[config.mk]
export PLATFORM = sky130hd
export DESIGN_NAME = zone_aging_timer
export DESIGN_NICKNAME = d
export VERILOG_FILES = /design/src/rtl/zat_pkg.sv /design/src/rtl/zat_scan_ctrl.sv /design/src/rtl/zat_zone_slot.sv /design/src/rtl/zone_aging_timer.sv
export SDC_FILE = /design/constraint.sdc
export NUM_CORES = 1
export LEC_CHECK = 0
export BUFFER_PORTS_ARGS = -buffer_cell sky130_fd_sc_hd__buf_4
export CAP_MARGIN = 5
export CORE_MARGIN = 1
export CORE_UTILIZATION = 45
export CTS_CLUSTER_SIZE = 28
export DETAILED_ROUTE_END_ITERATION = 12
export GPL_ROUTABILITY_DRIVEN = 0
export HOLD_SLACK_MARGIN = 0.05
export PLACE_DENSITY = 0.67
export SETUP_SLACK_MARGIN = 0.05
export SKIP_CTS_REPAIR_TIMING = 1
export SKIP_LAST_GASP = 1
export SYNTH_ARGS = -nofsm -noshare
export SYNTH_HDL_FRONTEND = slang
export SYNTH_HIERARCHICAL = 1
export SYNTH_SLANG_ARGS = --single-unit
[constraint.sdc]
create_clock -name clk -period 6.33 [get_ports clk]
set_input_delay 1.266 -clock clk [delete_from_list [all_inputs] [get_ports clk]]
set_output_delay 1.266 -clock clk [all_outputs]
set_load 0.03 [all_outputs]
[src/rtl/zat_pkg.sv]
package zat_pkg;

  typedef enum logic [2:0] {
    ZS_EMPTY  = 3'd0,
    ZS_IOPEN  = 3'd1,
    ZS_EOPEN  = 3'd2,
    ZS_CLOSED = 3'd3,
    ZS_FULL   = 3'd4,
    ZS_RONLY  = 3'd5,
    ZS_OFFL   = 3'd6,
    ZS_RSVD   = 3'd7
  } zstate_e;

  typedef struct packed {
    logic run_rst;
    logic run_fin;
    logic in_delay;
    logic rst_rec;
    logic fin_rec;
    logic by_ctrl;
    logic npend;
  } zflags_t;

  function automatic logic fin_state_ok(zstate_e st);
    return (st == ZS_IOPEN) || (st == ZS_EOPEN) || (st == ZS_CLOSED);
  endfunction

endpackage

[src/rtl/zat_scan_ctrl.sv]
module zat_scan_ctrl #(
  parameter int NUM_ZONES = 4,
  parameter int TS_W      = 32,
  parameter int SCAN_US   = 10000,
  localparam int ZI_W     = (NUM_ZONES > 1) ? $clog2(NUM_ZONES) : 1
) (
  input  logic                 clk,
  input  logic                 rst_n,
  input  logic [TS_W-1:0]      now_i,
  output logic [NUM_ZONES-1:0] visit_o
);

  localparam logic [TS_W-1:0] GAP  = TS_W'(SCAN_US);
  localparam logic [ZI_W-1:0] LAST = ZI_W'(NUM_ZONES - 1);

  logic            active_q, active_d;
  logic [ZI_W-1:0] idx_q, idx_d;
  logic [TS_W-1:0] mark_q, mark_d;
  logic [TS_W-1:0] gap_now;
  logic            start;

  assign gap_now = now_i - mark_q;
  assign start   = !active_q && (gap_now >= GAP);

  always_comb begin
    active_d = active_q;
    idx_d    = idx_q;
    mark_d   = mark_q;
    if (start) begin
      active_d = 1'b1;
      idx_d    = '0;
      mark_d   = now_i;
    end else if (active_q) begin
      if (idx_q == LAST) begin
        active_d = 1'b0;
        idx_d    = '0;
      end else begin
        idx_d = idx_q + 1'b1;
      end
    end
  end

  always_ff @(posedge clk or negedge rst_n) begin
    if (!rst_n) begin
      active_q <= 1'b0;
      idx_q    <= '0;
      mark_q   <= '0;
    end else begin
      active_q <= active_d;
      idx_q    <= idx_d;
      if (start) mark_q <= mark_d;
    end
  end

  for (genvar z = 0; z < NUM_ZONES; z++) begin : g_visit
    assign visit_o[z] = active_q && (idx_q == ZI_W'(z));
  end

  // the pass index never leaves the zone array
  a_r8_idx_bound: assert property (@(posedge clk) disable iff (!rst_n)
    active_q |-> (idx_q <= LAST));

  // a new pass records the time at which it began
  a_r8_mark_on_start: assert property (@(posedge clk) disable iff (!rst_n)
    $rose(active_q) |-> (mark_q == $past(now_i)));

  // at most one zone is visited per cycle
  a_r8_one_visit: assert property (@(posedge clk) disable iff (!rst_n)
    $onehot0(visit_o));

endmodule

[src/rtl/zat_zone_slot.sv]
module zat_zone_slot
  import zat_pkg::*;
#(
  parameter int TS_W = 32
) (
  input  logic            clk,
  input  logic            rst_n,
  input  logic [TS_W-1:0] now_i,
  input  logic [2:0]      state_i,
  input  logic            evt_en_i,
  input  logic            visit_i,
  input  logic            sched_i,
  input  logic            sched_fin_i,
  input  logic            afin_i,
  input  logic [TS_W-1:0] rst_delay_i,
  input  logic [TS_W-1:0] rst_limit_i,
  input  logic [TS_W-1:0] fin_delay_i,
  input  logic [TS_W-1:0] fin_limit_i,
  output logic            rst_rec_o,
  output logic            fin_rec_o,
  output logic            by_ctrl_o,
  output logic            npend_o,
  output logic            notice_o,
  output logic            reset_act_o,
  output logic            finish_act_o
);

  zflags_t         fl_q, fl_d;
  logic [TS_W-1:0] ts_q, ts_d;
  logic            ts_en;
  logic            ntc_q, ntc_d;
  logic            ract_q, ract_d;
  logic            fact_q, fact_d;

  zstate_e         st;
  logic            fin_ok, rst_ok;
  logic            go_fin, go_rst, go_any;
  logic [TS_W-1:0] age, phase_lim;
  logic            due, attr_was, idle;

  assign st        = zstate_e'(state_i);
  assign fin_ok    = fin_state_ok(st) && (|fin_limit_i);
  assign rst_ok    = (st == ZS_FULL) && (|rst_limit_i);
  assign go_fin    = visit_i && fl_q.run_fin && fin_ok;
  assign go_rst    = visit_i && fl_q.run_rst && rst_ok;
  assign go_any    = go_fin || go_rst;
  assign age       = now_i - ts_q;
  assign phase_lim = go_fin ? (fl_q.in_delay ? fin_delay_i : fin_limit_i)
                            : (fl_q.in_delay ? rst_delay_i : rst_limit_i);
  assign due       = go_any && (age >= phase_lim);
  assign attr_was  = go_fin ? fl_q.fin_rec : fl_q.rst_rec;
  assign idle      = !fl_q.run_rst && !fl_q.run_fin;

  always_comb begin
    fl_d   = fl_q;
    ts_d   = ts_q;
    ts_en  = 1'b0;
    ntc_d  = 1'b0;
    ract_d = 1'b0;
    fact_d = 1'b0;
    if (afin_i) begin
      fl_d.run_rst  = 1'b0;
      fl_d.run_fin  = 1'b0;
      fl_d.in_delay = 1'b0;
      fl_d.rst_rec  = 1'b0;
      fl_d.fin_rec  = 1'b0;
      fl_d.by_ctrl  = 1'b1;
      if (evt_en_i) fl_d.npend = 1'b1;
      ntc_d = evt_en_i;
      ts_d  = '0;
      ts_en = 1'b1;
    end else if (due && fl_q.in_delay) begin
      if (go_fin) fl_d.fin_rec = 1'b1;
      else        fl_d.rst_rec = 1'b1;
      fl_d.in_delay = 1'b0;
      if (evt_en_i) fl_d.npend = 1'b1;
      ntc_d = evt_en_i;
      ts_d  = now_i;
      ts_en = 1'b1;
    end else if (due) begin
      if (go_fin) fl_d.fin_rec = 1'b0;
      else        fl_d.rst_rec = 1'b0;
      fl_d.run_rst  = 1'b0;
      fl_d.run_fin  = 1'b0;
      fl_d.in_delay = 1'b0;
      fl_d.npend    = 1'b0;
      if (attr_was) begin
        fl_d.npend = evt_en_i;
        ntc_d      = evt_en_i;
      end
      ract_d = go_rst;
      fact_d = go_fin;
      ts_d   = '0;
      ts_en  = 1'b1;
    end else if (sched_i && idle) begin
      fl_d.run_fin  = sched_fin_i;
      fl_d.run_rst  = !sched_fin_i;
      fl_d.in_delay = 1'b1;
      ts_d  = now_i;
      ts_en = 1'b1;
    end
  end

  always_ff @(posedge clk or negedge rst_n) begin
    if (!rst_n) begin
      fl_q   <= '0;
      ts_q   <= '0;
      ntc_q  <= 1'b0;
      ract_q <= 1'b0;
      fact_q <= 1'b0;
    end else begin
      fl_q   <= fl_d;
      if (ts_en) ts_q <= ts_d;
      ntc_q  <= ntc_d;
      ract_q <= ract_d;
      fact_q <= fact_d;
    end
  end

  assign rst_rec_o    = fl_q.rst_rec;
  assign fin_rec_o    = fl_q.fin_rec;
  assign by_ctrl_o    = fl_q.by_ctrl;
  assign npend_o      = fl_q.npend;
  assign notice_o     = ntc_q;
  assign reset_act_o  = ract_q;
  assign finish_act_o = fact_q;

  // a zone never runs both timelines at once
  a_r2_single_line: assert property (@(posedge clk) disable iff (!rst_n)
    !(fl_q.run_rst && fl_q.run_fin));

  // a rising attribute comes with a notice when notices are enabled
  a_r3_raise_notice: assert property (@(posedge clk) disable iff (!rst_n)
    ($rose(fl_q.rst_rec) || $rose(fl_q.fin_rec)) |-> (ntc_q == $past(evt_en_i)));

  // an action pulse leaves its attribute cleared
  a_r4_act_clears: assert property (@(posedge clk) disable iff (!rst_n)
    (ract_q |-> !fl_q.rst_rec) and (fact_q |-> !fl_q.fin_rec));

  // notice-pending only rises while notices are enabled
  a_r6_np_gated: assert property (@(posedge clk) disable iff (!rst_n)
    $rose(fl_q.npend) |-> $past(evt_en_i));

  // a controller finish leaves the zone marked and without attributes
  a_r7_afin_done: assert property (@(posedge clk) disable iff (!rst_n)
    $past(afin_i) |-> (fl_q.by_ctrl && !fl_q.rst_rec && !fl_q.fin_rec));

endmodule

[src/rtl/zone_aging_timer.sv]
module zone_aging_timer #(
  parameter int NUM_ZONES = 4,
  parameter int TS_W      = 32,
  parameter int SCAN_US   = 10000,
  localparam int ZI_W     = (NUM_ZONES > 1) ? $clog2(NUM_ZONES) : 1,
  localparam int ST_W     = 3
) (
  input  logic                      clk,
  input  logic                      rst_n,
  input  logic [TS_W-1:0]           now_us,
  input  logic [NUM_ZONES*ST_W-1:0] zone_state,
  input  logic                      sched_valid,
  input  logic                      sched_finish,
  input  logic [ZI_W-1:0]           sched_zone,
  input  logic                      afin_valid,
  input  logic [ZI_W-1:0]           afin_zone,
  input  logic                      evt_en,
  input  logic [TS_W-1:0]           rst_delay_us,
  input  logic [TS_W-1:0]           rst_limit_us,
  input  logic [TS_W-1:0]           fin_delay_us,
  input  logic [TS_W-1:0]           fin_limit_us,
  output logic [NUM_ZONES-1:0]      rst_rec,
  output logic [NUM_ZONES-1:0]      fin_rec,
  output logic [NUM_ZONES-1:0]      fin_by_ctrl,
  output logic [NUM_ZONES-1:0]      notice_pend,
  output logic [NUM_ZONES-1:0]      notice_pulse,
  output logic [NUM_ZONES-1:0]      reset_act,
  output logic [NUM_ZONES-1:0]      finish_act
);

  logic [NUM_ZONES-1:0] visit;

  zat_scan_ctrl #(
    .NUM_ZONES (NUM_ZONES),
    .TS_W      (TS_W),
    .SCAN_US   (SCAN_US)
  ) u_scan (
    .clk     (clk),
    .rst_n   (rst_n),
    .now_i   (now_us),
    .visit_o (visit)
  );

  for (genvar z = 0; z < NUM_ZONES; z++) begin : g_zone
    logic sel_sched, sel_afin;
    assign sel_sched = sched_valid && (sched_zone == ZI_W'(z));
    assign sel_afin  = afin_valid && (afin_zone == ZI_W'(z));

    zat_zone_slot #(
      .TS_W (TS_W)
    ) u_slot (
      .clk          (clk),
      .rst_n        (rst_n),
      .now_i        (now_us),
      .state_i      (zone_state[z*ST_W +: ST_W]),
      .evt_en_i     (evt_en),
      .visit_i      (visit[z]),
      .sched_i      (sel_sched),
      .sched_fin_i  (sched_finish),
      .afin_i       (sel_afin),
      .rst_delay_i  (rst_delay_us),
      .rst_limit_i  (rst_limit_us),
      .fin_delay_i  (fin_delay_us),
      .fin_limit_i  (fin_limit_us),
      .rst_rec_o    (rst_rec[z]),
      .fin_rec_o    (fin_rec[z]),
      .by_ctrl_o    (fin_by_ctrl[z]),
      .npend_o      (notice_pend[z]),
      .notice_o     (notice_pulse[z]),
      .reset_act_o  (reset_act[z]),
      .finish_act_o (finish_act[z])
    );
  end

  // scanning one zone per cycle yields at most one internal action per cycle
  a_r4_one_action: assert property (@(posedge clk) disable iff (!rst_n)
    $onehot0(reset_act | finish_act));

endmodule

==> key figures <==
Global routing
  • First-pass GRT wire length: 125,500 µm
  • Initial antenna violation count: 2
  • Largest net degree at the start of global routing: 136
  • Gr usage total: 0.3006
  • Grt total ovfl: 0
  • Vias in the first global route: 22,019

Drt
  • Drt first pass iters: 5
  • Drt total wl: 81,070 µm
  • Wire per inst: 23.20 µm
  • Mean number of vias per cell: 6.354
  • Via count: 22,202
  • Initial drt markers: 1,959
  • DRC Markers: 0
  • Remaining antenna violation count: 0

Die
  • Die X: 232.1 µm
  • Die Area: 53,880 µm²
  • Core footprint: 51,820 µm²
  • Die Y-Extent: 232.1 µm
  • Row Count: 83
  • Initial Util: 0.4598
  • I/O pin count: 210

CTS
  • Clk slew on worst S/H paths: 0.07 ns
  • Clock Sink Count: 203
  • CTS tree: built
  • H-tree Lvls: 1
  • Maximum root-to-sink buffer count: 3
  • Clk_lat worst skew: 0.59 ns
  • Clock Tree Root: clkbuf_16
  • Clock buffer count from CTS: 27

Yosys
  • Main synth FF type: dfrtp_1
  • Avg Inst Size Synth: 9.254 µm²
  • Mapped cell area: 23,830 µm²
  • Synth Instances: 2,575
  • #FFs+latches synth: 203
  • Count of cell types in the netlist: 106
  • Share of flip-flops with an asynchronous set or reset: 1.000
  • Register area share after synthesis: 0.2132
  • EDFF count, synth: 0
  • Syn_nets: 3,049
  • Synth Warn #: 6

Finish
  • FILL cells: 4,642
  • Final Core Density: 0.5296
  • Commonest cells after routing, fill and taps aside: inv_1, ha_1, buf_4
  • Most common cell after layout, fill and taps aside: inv_1
  • Design area: 27,450 µm²
  • Layout area overhead: 15.18%
  • # diodes: 0
  • Final nets: 3,268
  • Share of post-route cells with drive strength above 1: 0.2033

Placed design
  • Detailed Place HPWL: 63,300 µm
  • Placed standard-cell area: 26,480 µm²
  • IO buf count: 209
  • Place WS: -0.08645 ns

Timing
  • RSZ-0062 raised after global routing: false
  • Finish-stage setup viols: 0
  • Final hold violations: 0
  • Final period util: 0.9278
  • Worst-Margin Slew: 1.210 ns
  • Tmin final: 5.873 ns
  • Setup Skew: 0.02502 ns
  • Final Max Tran Viols: 0
  • Peak Freq: 170.3 MHz
  • Slew HR: 0.1913
  • Setup slack after layout: 0.4572 ns

Critical path
  • Endpoint class of the critical path: register
  • Crit Reg-Reg Startpoint: g_zone[2].u_slot/ts_q[1]$_DFFE_PN0P_
  • CP Data Arrival Time: 6.29 ns
  • Critical Path Stages: 27
  • Critical path peak fanout: 4
  • Slowest stage delay, CP: 0.39 ns
  • CP max-delay cell: fa_1
  • Worst Path Buf+Inv: 6
  • CP startpoint: now_us[0]
  • R2R cell count: 25
  • Crit path launch type: primary input
  • Cell family with most CP delay: compound AO/OA/AOI/OAI gates
  • Critical setup path kind: in2reg
  • Required time worst endpoint: 6.74 ns
  • Most common cell on crit path: buf_4

Outcome
  • Status: completed

Min path
  • Hold path start: g_zone[1].u_slot/by_ctrl_o$_DFFE_PN0P_
  • Hold path cells: 1
  • Type of the worst min-delay path: reg2reg

Power and ir drop
  • Peak supply drop: 0.0002535 V
  • Pwr dens: 460.9 nW/µm²
  • Tot Pwr: 12.65 mW
  • Leak pwr: 12.61 nW

Flow run
  • Max_cap viols: 0
flip-flops by register name, indices dropped and copies added (netlist names):
register                    flops
g_zone.u_slot/by_ctrl_o         4
u_scan/active_q                 1
g_zone.u_slot/notice_o          4
g_zone.u_slot/ts_q            128
g_zone.u_slot/fl_q             12
g_zone.u_slot/rst_rec_o         4
g_zone.u_slot/finish_act_o      4
g_zone.u_slot/npend_o           4
g_zone.u_slot/fin_rec_o         4
u_scan/idx_q                    2
g_zone.u_slot/reset_act_o       4
u_scan/mark_q                  32
routing by layer:
| metal | wire length, µm | GRT usage |
|---|---|---|
| met1 | 34080 | 0.4002 |
| met2 | 36260 | 0.4784 |
| met3 | 7066 | 0.05489 |
| met4 | 3556 | 0.1227 |
| met5 | 98 | 0.01011 |
cells in the mapped netlist (8+ instances only):
library cell / count / area (µm²)
dfrtp_1: 203 / 5080
nor3_1: 29 / 145.1
inv_1: 328 / 1231
a21oi_2: 9 / 78.83
or3_1: 12 / 75.07
mux2_4: 30 / 450.4
xor2_1: 38 / 332.8
nand2b_1: 25 / 156.4
a31oi_1: 19 / 118.9
nand4_1: 64 / 400.4
nor2_1: 122 / 457.9
o21a_1: 33 / 247.7
and3_1: 15 / 93.84
buf_2: 35 / 175.2
clkbuf_1: 31 / 116.4
nor3b_1: 9 / 67.56
a21oi_1: 204 / 1021
buf_6: 13 / 146.4
a2111oi_0: 8 / 70.07
a22o_1: 126 / 1104
a21o_1: 104 / 780.8
mux4_2: 128 / 2883
o211ai_1: 16 / 120.1
or2_2: 12 / 75.07
a211o_1: 8 / 70.07
nand2_1: 103 / 386.6
nor4_1: 71 / 444.2
ha_1: 287 / 3591
nor2b_1: 30 / 187.7
o21bai_1: 26 / 195.2
xnor2_1: 87 / 762.0
nand3_1: 39 / 195.2
o21ai_1: 8 / 40.04
o21ai_0: 97 / 485.5
and2_1: 21 / 131.4
a211oi_1: 19 / 142.6
worst paths after layout:
check,end,slack (ns)
max reg2reg,g_zone[2].u_slot/fl_q[6]$_DFFE_PN0P_,0.97
min,g_zone[1].u_slot/by_ctrl_o$_DFFE_PN0P_,0.47
max,g_zone[2].u_slot/fl_q[6]$_DFFE_PN0P_,0.46
min reg2reg,g_zone[1].u_slot/by_ctrl_o$_DFFE_PN0P_,0.47
max in group asynchronous,g_zone[1].u_slot/ts_q[29]$_DFFE_PN0P_,4.46
min in group asynchronous,u_scan/idx_q[0]$_DFFE_PN0P_,0.67
per-stage QoR:
stage	instances	hold WS, ns	setup TNS [ns]
after CTS	3494	0.4774	0
after floorplan	2575	0.4658	0
after global placement	3445	0.4530	0
after global routing	3494	0.4922	0
final	3494	0.4714	0
after detailed placement	3445	0.4505	-2.018
area by class of cell:
cell class	instances	area, µm²	area share
Sequential cell	203	5080	0.1851
Clock inverter	14	207.7	0.007568
Inverter	328	1231	0.04486
Timing Repair Buffer	280	2246	0.08183
Clock buffer	35	755.7	0.02754
Multi-Input combinational cell	1954	17070	0.6221
Tap cell	680	850.8	0.03100
cell families after synthesis:
family          synth area share
xor+xnor                 0.04595
mux                       0.1461
simple gates              0.1362
flops                     0.2132
fa+ha+maj                 0.1549
buf+inv                  0.07294
compound gates            0.2307
report_power, final:
group	internal [mW]	leakage [nW]	switching, mW
combinational	3.91	9.51	4.96
sequential	1.75	2.64	0.345
clock	1.01	0.464	0.675
total	6.67	12.6	5.98
Note: power is estimated with default switching activity, not from simulation.
